--- src/rtl/mpt_pkg.sv ---
package mpt_pkg;

   // register slot inside a 16-byte timer window (bus_addr[3:2])
   typedef enum logic [1:0] {
      REG_LIM  = 2'd0,
      REG_CNT  = 2'd1,
      REG_LNC  = 2'd2,
      REG_CTL  = 2'd3
   } mpt_reg_e;

   // per-timer strobes produced by the address decoder
   typedef struct packed {
      logic ld_clr;   // limit write that restarts the counter
      logic ld_keep;  // limit write that leaves the counter running
      logic ctl_wr;   // control write
      logic lim_rd;   // limit read (flag acknowledge)
   } mpt_cmd_t;

endpackage

--- src/rtl/mpt_decode.sv ---
module mpt_decode
   import mpt_pkg::*;
#(
   parameter int NWIN   = 5,
   parameter int ADDR_W = 7
) (
   input  logic                 bus_sel,
   input  logic                 bus_wr,
   input  logic [ADDR_W-1:0]    bus_addr,
   output mpt_cmd_t [NWIN-1:0]  cmd_o,
   output logic [ADDR_W-5:0]    rd_win,
   output mpt_reg_e             rd_reg
);
   localparam int WIN_W = ADDR_W - 4;

   logic [WIN_W-1:0] win;
   mpt_reg_e         slot;
   logic             unused_lo;

   assign win       = bus_addr[ADDR_W-1:4];
   assign slot      = mpt_reg_e'(bus_addr[3:2]);
   assign unused_lo = ^bus_addr[1:0];
   assign rd_win    = win;
   assign rd_reg    = slot;

   for (genvar w = 0; w < NWIN; w++) begin : g_win
      logic here;
      assign here              = bus_sel && (win == WIN_W'(w));
      assign cmd_o[w].ld_clr   = here &&  bus_wr && (slot == REG_LIM);
      assign cmd_o[w].ld_keep  = here &&  bus_wr && (slot == REG_LNC);
      assign cmd_o[w].ctl_wr   = here &&  bus_wr && (slot == REG_CTL);
      assign cmd_o[w].lim_rd   = here && !bus_wr && (slot == REG_LIM);
   end

endmodule

--- src/rtl/mpt_counter.sv ---
module mpt_counter
   import mpt_pkg::*;
#(
   parameter int               CNT_W   = 21,
   parameter logic [CNT_W-1:0] RST_LIM = '0
) (
   input  logic             clk,
   input  logic             rst_n,
   input  logic             tick_en,
   input  mpt_cmd_t         cmd,
   input  logic [CNT_W-1:0] wfield,
   input  logic             wrun,
   output logic             flag,
   output logic [CNT_W-1:0] cnt,
   output logic [CNT_W-1:0] lim,
   output logic             run
);
   localparam logic [CNT_W-1:0] ONE = CNT_W'(1);

   logic             adv;
   logic             at_max;
   logic             hit;
   logic [CNT_W-1:0] cnt_inc;
   logic [CNT_W-1:0] cnt_nxt;

   assign adv     = tick_en && run;
   assign cnt_inc = cnt + ONE;
   assign at_max  = &cnt;
   assign hit     = adv && (lim != '0) && (cnt_inc == lim);
   assign cnt_nxt = (hit || at_max) ? ONE : cnt_inc;

   always_ff @(posedge clk) begin
      if (!rst_n) begin
         cnt  <= ONE;
         lim  <= RST_LIM;
         flag <= 1'b0;
         run  <= 1'b1;
      end else begin
         if (cmd.ctl_wr) run <= wrun;
         if (cmd.ld_clr) begin
            lim  <= wfield;
            cnt  <= ONE;
            flag <= 1'b0;
         end else begin
            if (cmd.ld_keep) lim <= wfield;
            if (adv)         cnt <= cnt_nxt;
            if (hit)              flag <= 1'b1;
            else if (cmd.lim_rd)  flag <= 1'b0;
         end
      end
   end

endmodule

--- src/rtl/mpt_timer_bank.sv ---
module mpt_timer_bank
   import mpt_pkg::*;
#(
   parameter int NCPU         = 4,
   parameter int CNT_W        = 21,
   parameter int FLD_LSB      = 10,
   parameter int PCPU_RST_LIM = 10000,
   parameter int MST_RST_LIM  = 0,
   localparam int NWIN        = NCPU + 1,
   localparam int ADDR_W      = $clog2(NWIN * 16)
) (
   input  logic              clk,
   input  logic              rst_n,
   input  logic              tick_en,
   input  logic              bus_sel,
   input  logic              bus_wr,
   input  logic [ADDR_W-1:0] bus_addr,
   input  logic [31:0]       bus_wdata,
   output logic [31:0]       bus_rdata,
   output logic [NCPU-1:0]   irq_cpu_l14,
   output logic [NCPU-1:0]   irq_bcast_l10
);
   localparam int WIN_W = ADDR_W - 4;

   // elaboration-time parameter checks
   if (NCPU < 1) begin : g_bad_ncpu
      $error("mpt_timer_bank: NCPU must be at least 1");
   end
   if (CNT_W < 2 || FLD_LSB < 0 || FLD_LSB + CNT_W > 31) begin : g_bad_field
      $error("mpt_timer_bank: counter field must fit below bit 31");
   end
   if (PCPU_RST_LIM < 0 || PCPU_RST_LIM >= (1 << CNT_W) ||
       MST_RST_LIM  < 0 || MST_RST_LIM  >= (1 << CNT_W)) begin : g_bad_rst
      $error("mpt_timer_bank: reset limit exceeds counter field");
   end

   mpt_cmd_t [NWIN-1:0]             cmd_v;
   logic     [WIN_W-1:0]            rd_win;
   mpt_reg_e                        rd_reg;
   logic     [NWIN-1:0]             flag_v;
   logic     [NWIN-1:0]             run_v;
   logic     [NWIN-1:0][CNT_W-1:0]  cnt_v;
   logic     [NWIN-1:0][CNT_W-1:0]  lim_v;
   logic     [NWIN-1:0][31:0]       wlim;
   logic     [NWIN-1:0][31:0]       wcnt;
   logic     [CNT_W-1:0]            wfield;
   logic     [31:0]                 rd_word;
   logic                            unused_wd;

   assign wfield    = bus_wdata[FLD_LSB +: CNT_W];
   assign unused_wd = ^bus_wdata;

   mpt_decode #(
      .NWIN   (NWIN),
      .ADDR_W (ADDR_W)
   ) u_dec (
      .bus_sel  (bus_sel),
      .bus_wr   (bus_wr),
      .bus_addr (bus_addr),
      .cmd_o    (cmd_v),
      .rd_win   (rd_win),
      .rd_reg   (rd_reg)
   );

   for (genvar w = 0; w < NWIN; w++) begin : g_tmr
      localparam logic [CNT_W-1:0] RST_L =
         (w == NCPU) ? CNT_W'(MST_RST_LIM) : CNT_W'(PCPU_RST_LIM);

      mpt_counter #(
         .CNT_W   (CNT_W),
         .RST_LIM (RST_L)
      ) u_cnt (
         .clk     (clk),
         .rst_n   (rst_n),
         .tick_en (tick_en),
         .cmd     (cmd_v[w]),
         .wfield  (wfield),
         .wrun    (bus_wdata[0]),
         .flag    (flag_v[w]),
         .cnt     (cnt_v[w]),
         .lim     (lim_v[w]),
         .run     (run_v[w])
      );

      assign wlim[w] = (32'(flag_v[w]) << 31) | (32'(lim_v[w]) << FLD_LSB);
      assign wcnt[w] = (32'(flag_v[w]) << 31) | (32'(cnt_v[w]) << FLD_LSB);
   end

   // interrupt routing: private lines and broadcast master line
   assign irq_cpu_l14   = flag_v[NCPU-1:0];
   assign irq_bcast_l10 = {NCPU{flag_v[NCPU]}};

   always_comb begin
      rd_word = '0;
      for (int w = 0; w < NWIN; w++) begin
         if (rd_win == WIN_W'(w)) begin
            case (rd_reg)
               REG_LIM: rd_word = wlim[w];
               REG_CNT: rd_word = wcnt[w];
               REG_CTL: rd_word = {31'b0, run_v[w]};
               default: rd_word = '0;
            endcase
         end
      end
   end

   always_ff @(posedge clk) begin
      if (!rst_n)                 bus_rdata <= '0;
      else if (bus_sel && !bus_wr) bus_rdata <= rd_word;
   end

endmodule

--- config.mk ---
export PLATFORM = sky130hd
export DESIGN_NAME = mpt_timer_bank
export DESIGN_NICKNAME = d
export VERILOG_FILES = /design/src/rtl/mpt_pkg.sv /design/src/rtl/mpt_decode.sv /design/src/rtl/mpt_counter.sv /design/src/rtl/mpt_timer_bank.sv
export SDC_FILE = /design/constraint.sdc
export NUM_CORES = 1
export LEC_CHECK = 0
export BUFFER_PORTS_ARGS = -buffer_cell sky130_fd_sc_hd__clkbuf_2
export CAP_MARGIN = 25
export CORE_ASPECT_RATIO = 1.2
export CORE_MARGIN = 8
export CORE_UTILIZATION = 37
export CTS_CLUSTER_SIZE = 28
export DETAILED_ROUTE_END_ITERATION = 10
export GPL_TIMING_DRIVEN = 0
export HOLD_SLACK_MARGIN = 0.02
export PLACE_DENSITY = 0.58
export SYNTH_ARGS = -nofsm -noshare
export SYNTH_HDL_FRONTEND = slang
export SYNTH_SLANG_ARGS = --single-unit
--- constraint.sdc ---
create_clock -name clk -period 3.3 [get_ports clk]
set_input_delay 0.66 -clock clk [delete_from_list [all_inputs] [get_ports clk]]
set_output_delay 0.66 -clock clk [all_outputs]
set_load 0.01 [all_outputs]
==> metrics.md <==
| Metric | Value |
|---|---|
| Die Span X | slightly above 200 µm |
| Kind of critical path | input port to register |
| Most used flip-flop cell after synthesis | dfxtp_1 |
| Area grow syn2layout | 15.08% |
| Sink Count | 243 |
| Maximum clock insertion buffer count | 3 |
| Final Hold Fails | 0 |
| Status | complete, no violations |
| WP buf/inv | 3 |
| RSZ-0062 raised after global routing | true |
| Fin Clk Skew | about 0.029 ns |
| Worst path cell trace | clkbuf_1, clkbuf_2, buf_1, mux2i_1, o22ai_1, a2111oi_1, nor2_1 |
| Final setup vio count | 0 |
| Yosys top cell area share | between 30 and 40% |
| Worst reg2reg startpoint | g_tmr[0].u_cnt.cnt[13] |
| Initial Util | 37.35% |
| Tcrit/Tclk final | ~100% |
| Share of cells above drive strength 1 | 12.63% |
| Cell taking the most area after synthesis | dfxtp_1 |
| Total GRT Usage | between 20 and 25% |
| Detailed Place HPWL | between 40 and 50 mm |
| Die height | approximately 240 µm |
| Largest net degree at the start of global routing | 14 |
| Crit path launch | bus_addr[2] |
| Num rows | 83 |
| Placed inst area | between 15,000 and 20,000 µm² |
| Top Ports | 84 |
| Actual slew at the worst max-slew pin | 1.056 ns |
| Gpl congestion | roughly 1 |
| Inserted Clock Buffers | 28 |
| Crit-path max FO | 10 |
| Cells after synthesis | a little over 2,000 |
| YS warnings | 0 |
| Register area | between 4000 and 5000 µm² |
| CP required | 3.73 ns |
| Worst R2R Setup Slack | approximately 0.15 ns |
| Drt via density | between 6 and 7 |
| IR drop worst, VDD | just under 400 µV |
| CP max-delay cell | a2111oi_1 |
| WL/cell | 23.19 µm |
| Crit-path max cell delay | about 0.7 ns |
| Startpoint type of the worst setup path | input port |
| # DRC | 0 |
| Clock transition at path regs | around 0.07 ns |
| Pwr dens | 391.5 nW/µm² |
| First-pass GRT wire length | approximately 95 mm |
| Crit path depth | 7 |
| DRT antenna net count | 0 |
| Cell with the most instances after synthesis | nand2_1 |
| Post-synthesis area per instance | 7.743 µm² |
| RR Endpoint | g_tmr[0].u_cnt.cnt[6] |
| First DRT Iteration DRCs | 1,435 |
| Syn Std Cell Area | ~16,000 µm² |
| CP endpoint | bus_rdata[28] |
| Fin nets | roughly 2,200 |
| DIE AREA | ~50,000 µm² |
| Root buffer cell | clkbuf_16 |
| Vias in the first global route | roughly 15,000 |
| Max-cap violations | 0 |
| Pleak | around 0.0066 µW |
| Remaining global-route overflow | 0 |
| Fraction of registers with async set or reset after synthesis | 0% |
| Critical path's top delay family | buffers and inverters |
| Hold Path Class | input port to register |
| Initial antenna violation count | 0 |
| Routed WL | ~63 mm |
| Worst skew pair latency | just under 0.6 ns |
| Min Tclk post-route | ~3.2 ns |
| Vias | 16,590 |
| Post-synth cell types | a little under 80 |
| Final instance area | 18,350 µm² |
| TritonCTS clock tree | built |
| N_diodes | 0 |
| Synth area leaders | dfxtp_1 31%, nand2_1 8.4%, mux2i_1 5.9% |
| Fillers | approximately 4,400 |
| Number of synthesized register bits | 243 |
| DRT Pass-1 Iters | 6 |
| Critical Path Sink Type | register |
| Sequential area share after synthesis | between 30% and 40% |
| Worst path arrival time | about 3.6 ns |
| Number of cells on the worst reg-to-reg path | 11 |
| Total power | 7182 µW |
| Fmax | approximately 310 MHz |
| Core Area | 42,680 µm² |
| Port bufs | 60 |
| H-tree levels | 1 |
| EDFF count, synth | 0 |
| Synth cell count leaders | 355 x nand2_1, 243 x dfxtp_1, 128 x clkbuf_1 |
| Area of the multi-input gates | about 10,000 µm² |
| Worst rel slew slack | slightly below 30% |
| Final Slew Violations | 0 |
[placed cells by master, fill, tap and decap left out, types with 8 or more instances in the layout]
cell type,n
a2111oi_0,19
a21boi_0,85
a21oi_1,23
a22oi_1,30
a31oi_1,14
and3_1,52
and4_1,24
buf_1,8
buf_2,29
buf_4,42
clkbuf_1,114
clkbuf_16,29
clkbuf_2,68
conb_1,9
dfxtp_1,232
dfxtp_2,10
inv_1,18
mux2_2,24
mux2i_1,94
nand2_1,354
nand2b_1,12
nand3_1,117
nand4_1,58
nor2_1,96
nor2b_1,14
nor3_1,37
nor3b_1,10
nor4_1,42
o211ai_1,8
o21ai_0,69
o22ai_1,47
o311ai_0,26
o31ai_1,26
or2_2,9
or3_1,11
or4_1,13
xnor2_1,99
xor2_1,54
[power by group]
part | total [µW] | switching [µW] | internal (µW)
sequential | 3040 | 59.9 | 2980
clock | 3450 | 1370 | 2080
combinational | 691 | 462 | 229
[worst min-delay path, delay by kind of cell]
kind                   cells  cell delay (ns)
buffers and inverters      1             0.20
AND/OR/NAND/NOR            2             0.15
[worst min path at each step]
stage	start	end	slack, ns	cells after the start
after floorplan	g_tmr[0].u_cnt.flag	g_tmr[0].u_cnt.flag	0.46	2
after global placement	g_tmr[2].u_cnt.lim[12]	g_tmr[2].u_cnt.lim[12]	0.49	2
after detailed placement	g_tmr[3].u_cnt.lim[0]	g_tmr[3].u_cnt.lim[0]	0.50	2
after CTS	bus_wdata[0]	g_tmr[2].u_cnt.run	0.42	3
after global routing	bus_wdata[0]	g_tmr[3].u_cnt.run	0.44	3
final	bus_wdata[0]	g_tmr[2].u_cnt.run	0.45	3
[per-stage QoR]
| step | instances | setup slack [ns] | TNS (ns) | util (%) | hold WS (ns) |
|---|---|---|---|---|---|
| after global placement | 2679 | -1.128 | -101.39 | 39.74 | 0.4937 |
| after CTS | 2735 | 0.001152 | 0 | 42.43 | 0.4202 |
| after global routing | 2737 | -0.01886 | -0.04021 | 42.98 | 0.4355 |
| after detailed placement | 2680 | -1.134 | -102.91 | 39.76 | 0.4998 |
| final | 2737 | 0.08775 | 0 | 42.98 | 0.4497 |
| after floorplan | 2067 | 0.1916 | 0 | - | 0.4552 |
[cell families after synthesis]
group                    synth area share [%]
AND/OR/NAND/NOR                         28.58
AO/OA/AOI/OAI                           18.75
flip-flops                              30.51
buffers and inverters                   5.737
XOR/XNOR                                8.405
multiplexers                            7.597
adder cells (fa/ha/maj)                0.3924
other                                 0.02352
[flip-flops by register name, indices dropped and copies added (netlist names)]
name and cells:
g_tmr.u_cnt.lim 105, g_tmr.u_cnt.cnt 105, g_tmr.u_cnt.run 5, bus_rdata 23, g_tmr.u_cnt.flag 5
[area by class of cell]
type / instances / area share [%]
multi-input cells: 1614 / 56.88
flip-flops and latches: 243 / 26.60
plain buffers: 179 / 4.515
clock buffers: 39 / 4.378
well taps: 552 / 3.765
repair buffers: 81 / 2.482
clock inverters: 11 / 1.009
inverters: 18 / 0.3683
[timing repair]
| action | in CTS | in global routing |
|---|---|---|
| endpoints found under the setup margin | 122 | 118 |
| gates resized for setup | 25 | 60 |
| setup buffers | 9 | 11 |
| hold buffers | 0 | 0 |
| pin swaps | 6 | 11 |
[metal layers]
metal	vias to the layer above	share of wire, %	track usage (%)
met2	742	46	38.96
met4	0	6.4	13.66
met5	-	0	0
met3	182	7.0	2.961
met1	7943	41	31.46
li1	7718	-	-
(Power assumes the default switching activity.)
